## config.mk

```make
export PLATFORM = sky130hd
export DESIGN_NAME = rf3p_top
export DESIGN_NICKNAME = d
export VERILOG_FILES = /design/src/rtl/rf3p_pkg.sv /design/src/rtl/rf_bank.sv /design/src/rtl/rf_rport.sv /design/src/rtl/rf3p_top.sv
export SDC_FILE = /design/constraint.sdc
export NUM_CORES = 2
export LEC_CHECK = 0
export BUFFER_PORTS_ARGS = -buffer_cell sky130_fd_sc_hd__buf_2
export CAP_MARGIN = 20
export CORE_ASPECT_RATIO = 0.75
export CORE_MARGIN = 5
export CORE_UTILIZATION = 45
export DETAILED_ROUTE_END_ITERATION = 16
export PLACE_DENSITY = 0.71
export SLEW_MARGIN = 20
export SYNTH_ARGS = -nofsm -noshare
export SYNTH_HDL_FRONTEND = slang
export SYNTH_SLANG_ARGS = --single-unit
```

## constraint.sdc

```tcl
create_clock -name clk -period 17.8 [get_ports clk]
set_input_delay 1.78 -clock clk [delete_from_list [all_inputs] [get_ports clk]]
set_output_delay 1.78 -clock clk [all_outputs]
set_load 0.01 [all_outputs]
```

## src/rtl/rf3p_pkg.sv

```systemverilog
package rf3p_pkg;

    typedef enum logic [1:0] {
        RF_IDLE  = 2'd0,
        RF_LOAD  = 2'd1,
        RF_CLEAR = 2'd2
    } rf_op_e;

    // Reset dominates enable; enable low means nothing moves.
    function automatic rf_op_e rf_op(input logic rst, input logic en);
        if (rst)     return RF_CLEAR;
        else if (en) return RF_LOAD;
        else         return RF_IDLE;
    endfunction

endpackage

```

## src/rtl/rf_bank.sv

```systemverilog
module rf_bank
    import rf3p_pkg::*;
#(
    parameter int DATA_W = 32,
    parameter int ADDR_W = 5
) (
    input  logic                                  clk,
    input  logic                                  rst,
    input  logic                                  en,
    input  logic [ADDR_W-1:0]                     wr_addr,
    input  logic [DATA_W-1:0]                     wr_data,
    output logic [(1<<ADDR_W)-1:0][DATA_W-1:0]    entries
);
    localparam int DEPTH = 1 << ADDR_W;

    typedef struct packed {
        logic [DEPTH-1:0][DATA_W-1:0] mem;
    } bank_t;

    bank_t  st_d, st_q;
    rf_op_e op;

    always_comb begin
        st_d = st_q;
        op   = rf_op(rst, en);
        case (op)
            RF_CLEAR: st_d.mem = '0;
            RF_LOAD:  st_d.mem[wr_addr] = wr_data;
            default:  ;
        endcase
    end

    always_ff @(posedge clk) begin
        st_q <= st_d;
    end

    assign entries = st_q.mem;


    wr_store_chk: assert property (@(posedge clk) disable iff (rst)
        en |=> st_q.mem[$past(wr_addr)] == $past(wr_data));


    bank_freeze_chk: assert property (@(posedge clk) disable iff (rst)
        !en |=> $stable(st_q.mem));

endmodule

```

## src/rtl/rf_rport.sv

```systemverilog
module rf_rport
    import rf3p_pkg::*;
#(
    parameter int DATA_W = 32,
    parameter int ADDR_W = 5
) (
    input  logic                                  clk,
    input  logic                                  rst,
    input  logic                                  en,
    input  logic [ADDR_W-1:0]                     addr,
    input  logic [(1<<ADDR_W)-1:0][DATA_W-1:0]    entries,
    output logic [DATA_W-1:0]                     dout
);
    typedef struct packed {
        logic [DATA_W-1:0] data;
    } port_t;

    port_t  st_d, st_q;
    rf_op_e op;

    // Samples the bank's current (pre-write) contents: read-before-write.
    always_comb begin
        st_d = st_q;
        op   = rf_op(rst, en);
        case (op)
            RF_CLEAR: st_d.data = '0;
            RF_LOAD:  st_d.data = entries[addr];
            default:  ;
        endcase
    end

    always_ff @(posedge clk) begin
        st_q <= st_d;
    end

    assign dout = st_q.data;

    // R1 (port A instance), R2 (port B instance)
    rd_capture_chk: assert property (@(posedge clk) disable iff (rst)
        en |=> dout == $past(entries[addr]));


    rd_hold_chk: assert property (@(posedge clk) disable iff (rst)
        !en |=> $stable(dout));

endmodule

```

## src/rtl/rf3p_top.sv

```systemverilog
module rf3p_top #(
    parameter int DATA_W = 32,
    parameter int ADDR_W = 5
) (
    input  logic              clk,
    input  logic              rst,
    input  logic              en,
    input  logic [ADDR_W-1:0] rd_addr_a,
    input  logic [ADDR_W-1:0] rd_addr_b,
    input  logic [ADDR_W-1:0] wr_addr,
    input  logic [DATA_W-1:0] wr_data,
    output logic [DATA_W-1:0] rd_data_a,
    output logic [DATA_W-1:0] rd_data_b
);
    localparam int DEPTH  = 1 << ADDR_W;
    localparam int NPORTS = 2;

    logic [DEPTH-1:0][DATA_W-1:0]   entries;
    logic [NPORTS-1:0][ADDR_W-1:0]  rp_addr;
    logic [NPORTS-1:0][DATA_W-1:0]  rp_data;

    assign rp_addr[0] = rd_addr_a;
    assign rp_addr[1] = rd_addr_b;
    assign rd_data_a  = rp_data[0];
    assign rd_data_b  = rp_data[1];

    rf_bank #(.DATA_W(DATA_W), .ADDR_W(ADDR_W)) i_bank (
        .clk     (clk),
        .rst     (rst),
        .en      (en),
        .wr_addr (wr_addr),
        .wr_data (wr_data),
        .entries (entries)
    );

    for (genvar p = 0; p < NPORTS; p++) begin : g_rport
        rf_rport #(.DATA_W(DATA_W), .ADDR_W(ADDR_W)) i_rport (
            .clk     (clk),
            .rst     (rst),
            .en      (en),
            .addr    (rp_addr[p]),
            .entries (entries),
            .dout    (rp_data[p])
        );
    end

endmodule

```

# --- Yosys cells after proc, flatten, opt, wreduce, memory -nomap -nowiden ---
# Index checks and enable logic that the tools add are counted.
totals:
  register_bits: 1088
op_classes:
  magnitude_cmp: 4
  n_eq_ne: 2
  mux: 12
  reduce_logical: 2
op_table:
  columns: ["operator", "n"]
  rows:
  - ["one-hot mux 1024 bit (2 select lines)", 1]
  - ["bitwise mux 1024 bit", 1]
  - ["binary-select mux 32 bit (select 5 bit)", 2]
  - ["demux 32 bit (select 5 bit)", 1]
  - ["one-hot mux 32 bit (2 select lines)", 2]
  - ["two-way mux 32 bit", 3]
  - ["less-than comparator 5 x 6 -> 1 bit (second input constant)", 3]
  - ["greater-or-equal comparator 5 x 1 -> 1 bit (second input constant)", 1]
  - ["equality test 2 x 1 -> 1 bit (second input constant)", 1]
  - ["equality test 2 bit (second input constant)", 1]
  - ["two-way mux 2 bit", 1]
  - ["nonzero test 2 bit", 1]
  - ["logical AND 1 bit", 1]
  - ["two-way mux 1 bit", 1]

# --- Longest topological paths before layout ---
logic_depth:
  ltp_word: 6
  depth_mapped: 8
  mapped_depth_nobuf: 4

# --- By module ---
# Synthesis repeated with hierarchy kept, for this count alone.
hier_totals:
  hier_cells: 4791
  area_unflattened_um2: 65572.9
by_module_without_submodules:
  columns: ["module", "n_inst", "cells_per_inst", "area_per_inst_um2", "seq_area_each_um2"]
  rows:
  - ["rf_bank", 1, 3467, 46832.4, 30749.5]
  - ["rf_rport", 2, 662, 9370.2, 960.9]

# --- Least setup slack after synthesis ---
# OpenSTA, ideal clock, no wires.
synth_path:
  path_type: "input -> register"
  startpoint: "in en"
  endpoint: "reg g_rport[0].i_rport.st_q, in the netlist g_rport[0].i_rport.dout[0] (enable)"
  setup_time_ns: 1.018
  arrival_ns: 14.693
  t_required_ns: 16.782
  setup_slack_ns: 2.089
  cell_stages: 1
  path_buffers: 0
  cell_sequence: "or2_2"
synth_between:
  elab_chain_cells: 4
  word_cells_on_any_way: 5
  cone_classes: "eq/ne (2); mux (2); reduce/logical (1)"
synth_rtl:
  columns: ["item", "line_no", "text"]
  rows:
  - ["start: declaration", "rf3p_top.sv:7", "input logic en,"]
  - ["two-way mux 1 bit (*)", "rf3p_pkg.sv:12", "else if (en) return RF_LOAD;"]
  - ["two-way mux 2 bit (*)", "rf3p_pkg.sv:11", "if (rst) return RF_CLEAR;"]
  - ["equality test 2 bit or equality test 2 x 1 -> 1 bit (tied branches)", "rf_rport.sv:25", "case (op)"]
  - ["nonzero test 2 bit (no source line) (*)", null, null]
  - ["end signal: assignment", "rf_rport.sv:33", "st_q <= st_d;"]
  - ["end: declaration", "rf_rport.sv:18", "port_t st_d, st_q;"]
# Every way passes the cells marked *; elsewhere a longest branch is shown, timed or not.
# A chain may end at the register's enable or synchronous reset.

# --- Worst setup path in the final report ---
layout_path:
  startpoint: "in en"
  endpoint: "reg i_bank.st_q, in the netlist i_bank.entries[27] (enable)"
layout_between:
  elab_chain_cells: 4
  word_cells_on_any_way: 5
  cone_classes: "eq/ne (2); mux (2); reduce/logical (1)"
layout_rtl:
  columns: ["item", "line_no", "text"]
  rows:
  - ["two-way mux 1 bit (*)", "rf3p_pkg.sv:12", null]
  - ["two-way mux 2 bit (*)", "rf3p_pkg.sv:11", null]
  - ["equality test 2 bit or equality test 2 x 1 -> 1 bit (tied branches)", "rf_bank.sv:26", "case (op)"]
  - ["nonzero test 2 bit (no source line) (*)", null, null]
  - ["end signal: assignment", "rf_bank.sv:34", "st_q <= st_d;"]
  - ["end: declaration", "rf_bank.sv:20", "bank_t st_d, st_q;"]
# Marks and branches as above.

==> flow_summary.yaml <==
detailed_routing:
  avgRoutedWirePerCell_um: 29.5
  ant_nets: 0
  vias: 51900
  vias_per_cell: 6.79
  drt-total-wl_mm: 225
  first_pass_iters: 6
  drc: 0
  first_iter_violations: 9800
clock_network:
  hold_buffers: 0
  cts_htree_levels: 3
  cts-root-buf: "clkbuf_16"
  cts_resized: 0
  clock_path_buffers: 3
  cts_tree: "done"
  clk_pin_slew_ns: 0.07
  cts_buffers: 105
  clk_latency_ns: 0.74
  postCtsSetupBuffers: 0
  cts.sinks: 1088
sta:
  timing.setup.tns_ns: 0
  fmax_ghz: 0.173
  relSlewSlack: 0.209
  grt_setup_unrepaired: "false"
  period_share: 0.325
  hold_viol: 0
  fin_worst_skew_ns: 0.0249
  finalSetupViolations: 0
  period_minus_slack_ns: 5.79
  slew_violations: 0
  worst_pin_slew_ns: 1.18
placed_design:
  dp_hpwl_mm: 123
  port_buffers: 113
  place_congestion: 0.837
grt:
  antenna_found_initial: 5
  grt_overflow: 0
  grt_start_max_net_pins: 194
  grt_pass1_vias: 49900
  grt_first_pass_wirelength_mm: 328
  grt_usage: 0.290
finish:
  syn2layout_area_growth_pct: 6.92
  final_cell_mix: "nand2_1, edfxtp_1, a21oi_1"
  layout-drive-gt1-share: 0.153
  regArea_sq_mm: 0.0327
  fin_nets: 5696
  fill_cells: 12500
  fin_util: 0.484
  layout_commonest_cell: "nand2_1"
  multi_input_area_sq_mm: 0.0290
worst_setup_path:
  crit_path_frequent_cell: "buf_4"
  crit_required_ns: 18.15
  r2r-start: "i_bank.entries[72]"
  endpoint_kind: "flip-flop"
  cp_max_fo: 76
  timing.rr.end: "g_rport[1].i_rport.dout[8]"
  worst-r2r-setup-slack_ns: 15.66
  crit_path_top_delay_cell: "buf_4"
  path_cells: "buf_2, or2_4, buf_4, buf_4, buf_4, buf_4"
  crit_path_start_kind: "input port"
  crit_start: "en"
  slowest_delay_ns: 0.88
  critical_path_class: "input port to flip-flop"
  arrival_ns: 6.14
  rr_worst_depth: 4
  crit_end: "i_bank.entries[27]"
synthesis:
  synth_top_family_by_area: "multiplexers"
  ys_warn_count: 0
  avgSynthCellArea_sq_um: 10.9
  syn_inst: 5918
  seq_area_frac_synth: 0.506
  ys_ff_latch: 1088
  synthMuxAreaShare: 0.198
  yosys.area_share.simple: 0.129
  syn_area_sq_mm: 0.0646
  synth_fa_ha_area_frac: 0
  syn_nets: 5968
  synth_compound_area_frac: 0.115
  synth_cell_type_count: 42
  synth-xor-area-share: 0
floorplanning:
  die_x_um: 447
  fp-row-count: 120
  design.core.area_sq_mm: 0.143
  boundaryPins: 114
  initial_utilization: 0.453
  die_height_um: 338
  die_area_sq_mm: 0.151
power:
  p_total_mw: 6.23
  max-vdd-ir-drop_mv: 0.0893
  leakage_nw: 23.8
  power_density_mw_per_mm2: 90.2
flow_run:
  max_cap_violations: 0
status:
  status: "complete, no violations"
min_path:
  hp-class: "flip-flop to flip-flop"
-- registers in the layout, summed over array words and instances (netlist names) --
name / count
i_bank.entries: 1024
g_rport.i_rport.dout: 64
-- Yosys cell counts --
cell	n	area share
clkbuf_8	24	0.0051
a22oi_1	64	0.0074
mux4_4	7	0.0027
or3_1	1	0.000097
and3b_1	3	0.00041
nor2_1	29	0.0017
or2_1	1	0.000097
nand2_1	2115	0.12
nand3_1	1	0.000077
edfxtp_1	1088	0.51
o2111ai_1	17	0.0023
a221o_1	64	0.0099
or3b_2	3	0.00041
nor2b_1	6	0.00058
buf_1	12	0.00070
a221oi_2	1	0.00023
buf_6	38	0.0066
a221oi_1	46	0.0062
mux4_2	405	0.14
buf_2	102	0.0079
mux4_1	36	0.015
mux2i_1	256	0.040
nor3_1	1	0.000077
buf_12	8	0.0025
or2_2	1	0.000097
clkbuf_1	376	0.022
inv_1	2	0.00012
and2b_4	2	0.00031
a21oi_1	1024	0.079
o21ai_0	8	0.00062
o21ai_1	39	0.0030
nor3b_1	3	0.00035
nand2b_1	3	0.00029
nor2_2	12	0.0012
and2_1	3	0.00029
nand3b_1	3	0.00035
buf_8	5	0.0012
and3_1	1	0.000097
clkbuf_4	1	0.00012
clkdlybuf4s50_2	1	0.00017
buf_4	42	0.0049
a31oi_1	64	0.0062
-- power breakdown --
group	total, mW	leakage, nW	switching (mW)	internal (mW)
Sequential	3.13	12.1	0.124	3.00
Combinational	0.788	10.0	0.491	0.298
Clock	2.32	1.67	1.05	1.26
-- worst min-delay path by stage --
stage / from / end / depth (start not counted)
global route: i_bank.entries[683] / i_bank.entries[683] / 2
floorplan: i_bank.entries[173] / i_bank.entries[173] / 2
detailed placement: i_bank.entries[1010] / i_bank.entries[1010] / 2
global placement: i_bank.entries[1017] / i_bank.entries[1017] / 2
CTS: i_bank.entries[995] / i_bank.entries[995] / 2
finish: i_bank.entries[80] / i_bank.entries[80] / 2
-- layout make-up --
type / count / area share
flip-flops and latches: 1088 / 0.473
multi-input cells: 4219 / 0.420
clock buffers: 126 / 0.0395
well taps: 1891 / 0.0343
repair buffers: 230 / 0.0235
clock inverters: 70 / 0.00942
diodes: 6 / 0.000217
inverters: 2 / 0.000181
-- worst max-delay path, delay by kind of cell --
family | cells | cell delay [ns]
buffers and inverters | 5 | 3.40
and+or+nand+nor | 1 | 0.63
-- routing by layer --
layer | share of wire | up-vias | track usage
li1 | - | 21200 | -
met1 | 0.35 | 25200 | 0.396
met4 | 0.056 | 3 | 0.142
met5 | 0.00018 | - | 0
met3 | 0.17 | 715 | 0.0975
met2 | 0.43 | 4707 | 0.416
-- stage by stage --
| stage | instances | cell area, sq um | hold slack, ns | setup WS (ns) |
|---|---|---|---|---|
| after floorplan | 5918 | 64600 | 0.605 | 2.09 |
| after global placement | 7427 | 65600 | 0.623 | 11.36 |
| after detailed placement | 7427 | 65600 | 0.638 | 11.34 |
| after CTS | 7623 | 68900 | 0.653 | 12.09 |
| after global routing | 7629 | 69000 | 0.680 | 11.85 |
| final | 7632 | 69000 | 0.652 | 12.01 |
-- kinds of logic after synthesis --
group	count (synthesis)
and+or+nand+nor	2188
AOI/OAI and AO/OA	1327
DFF	1088
muxes	704
buffers and inverters	611
No activity file was read; power rests on OpenSTA's default activity.
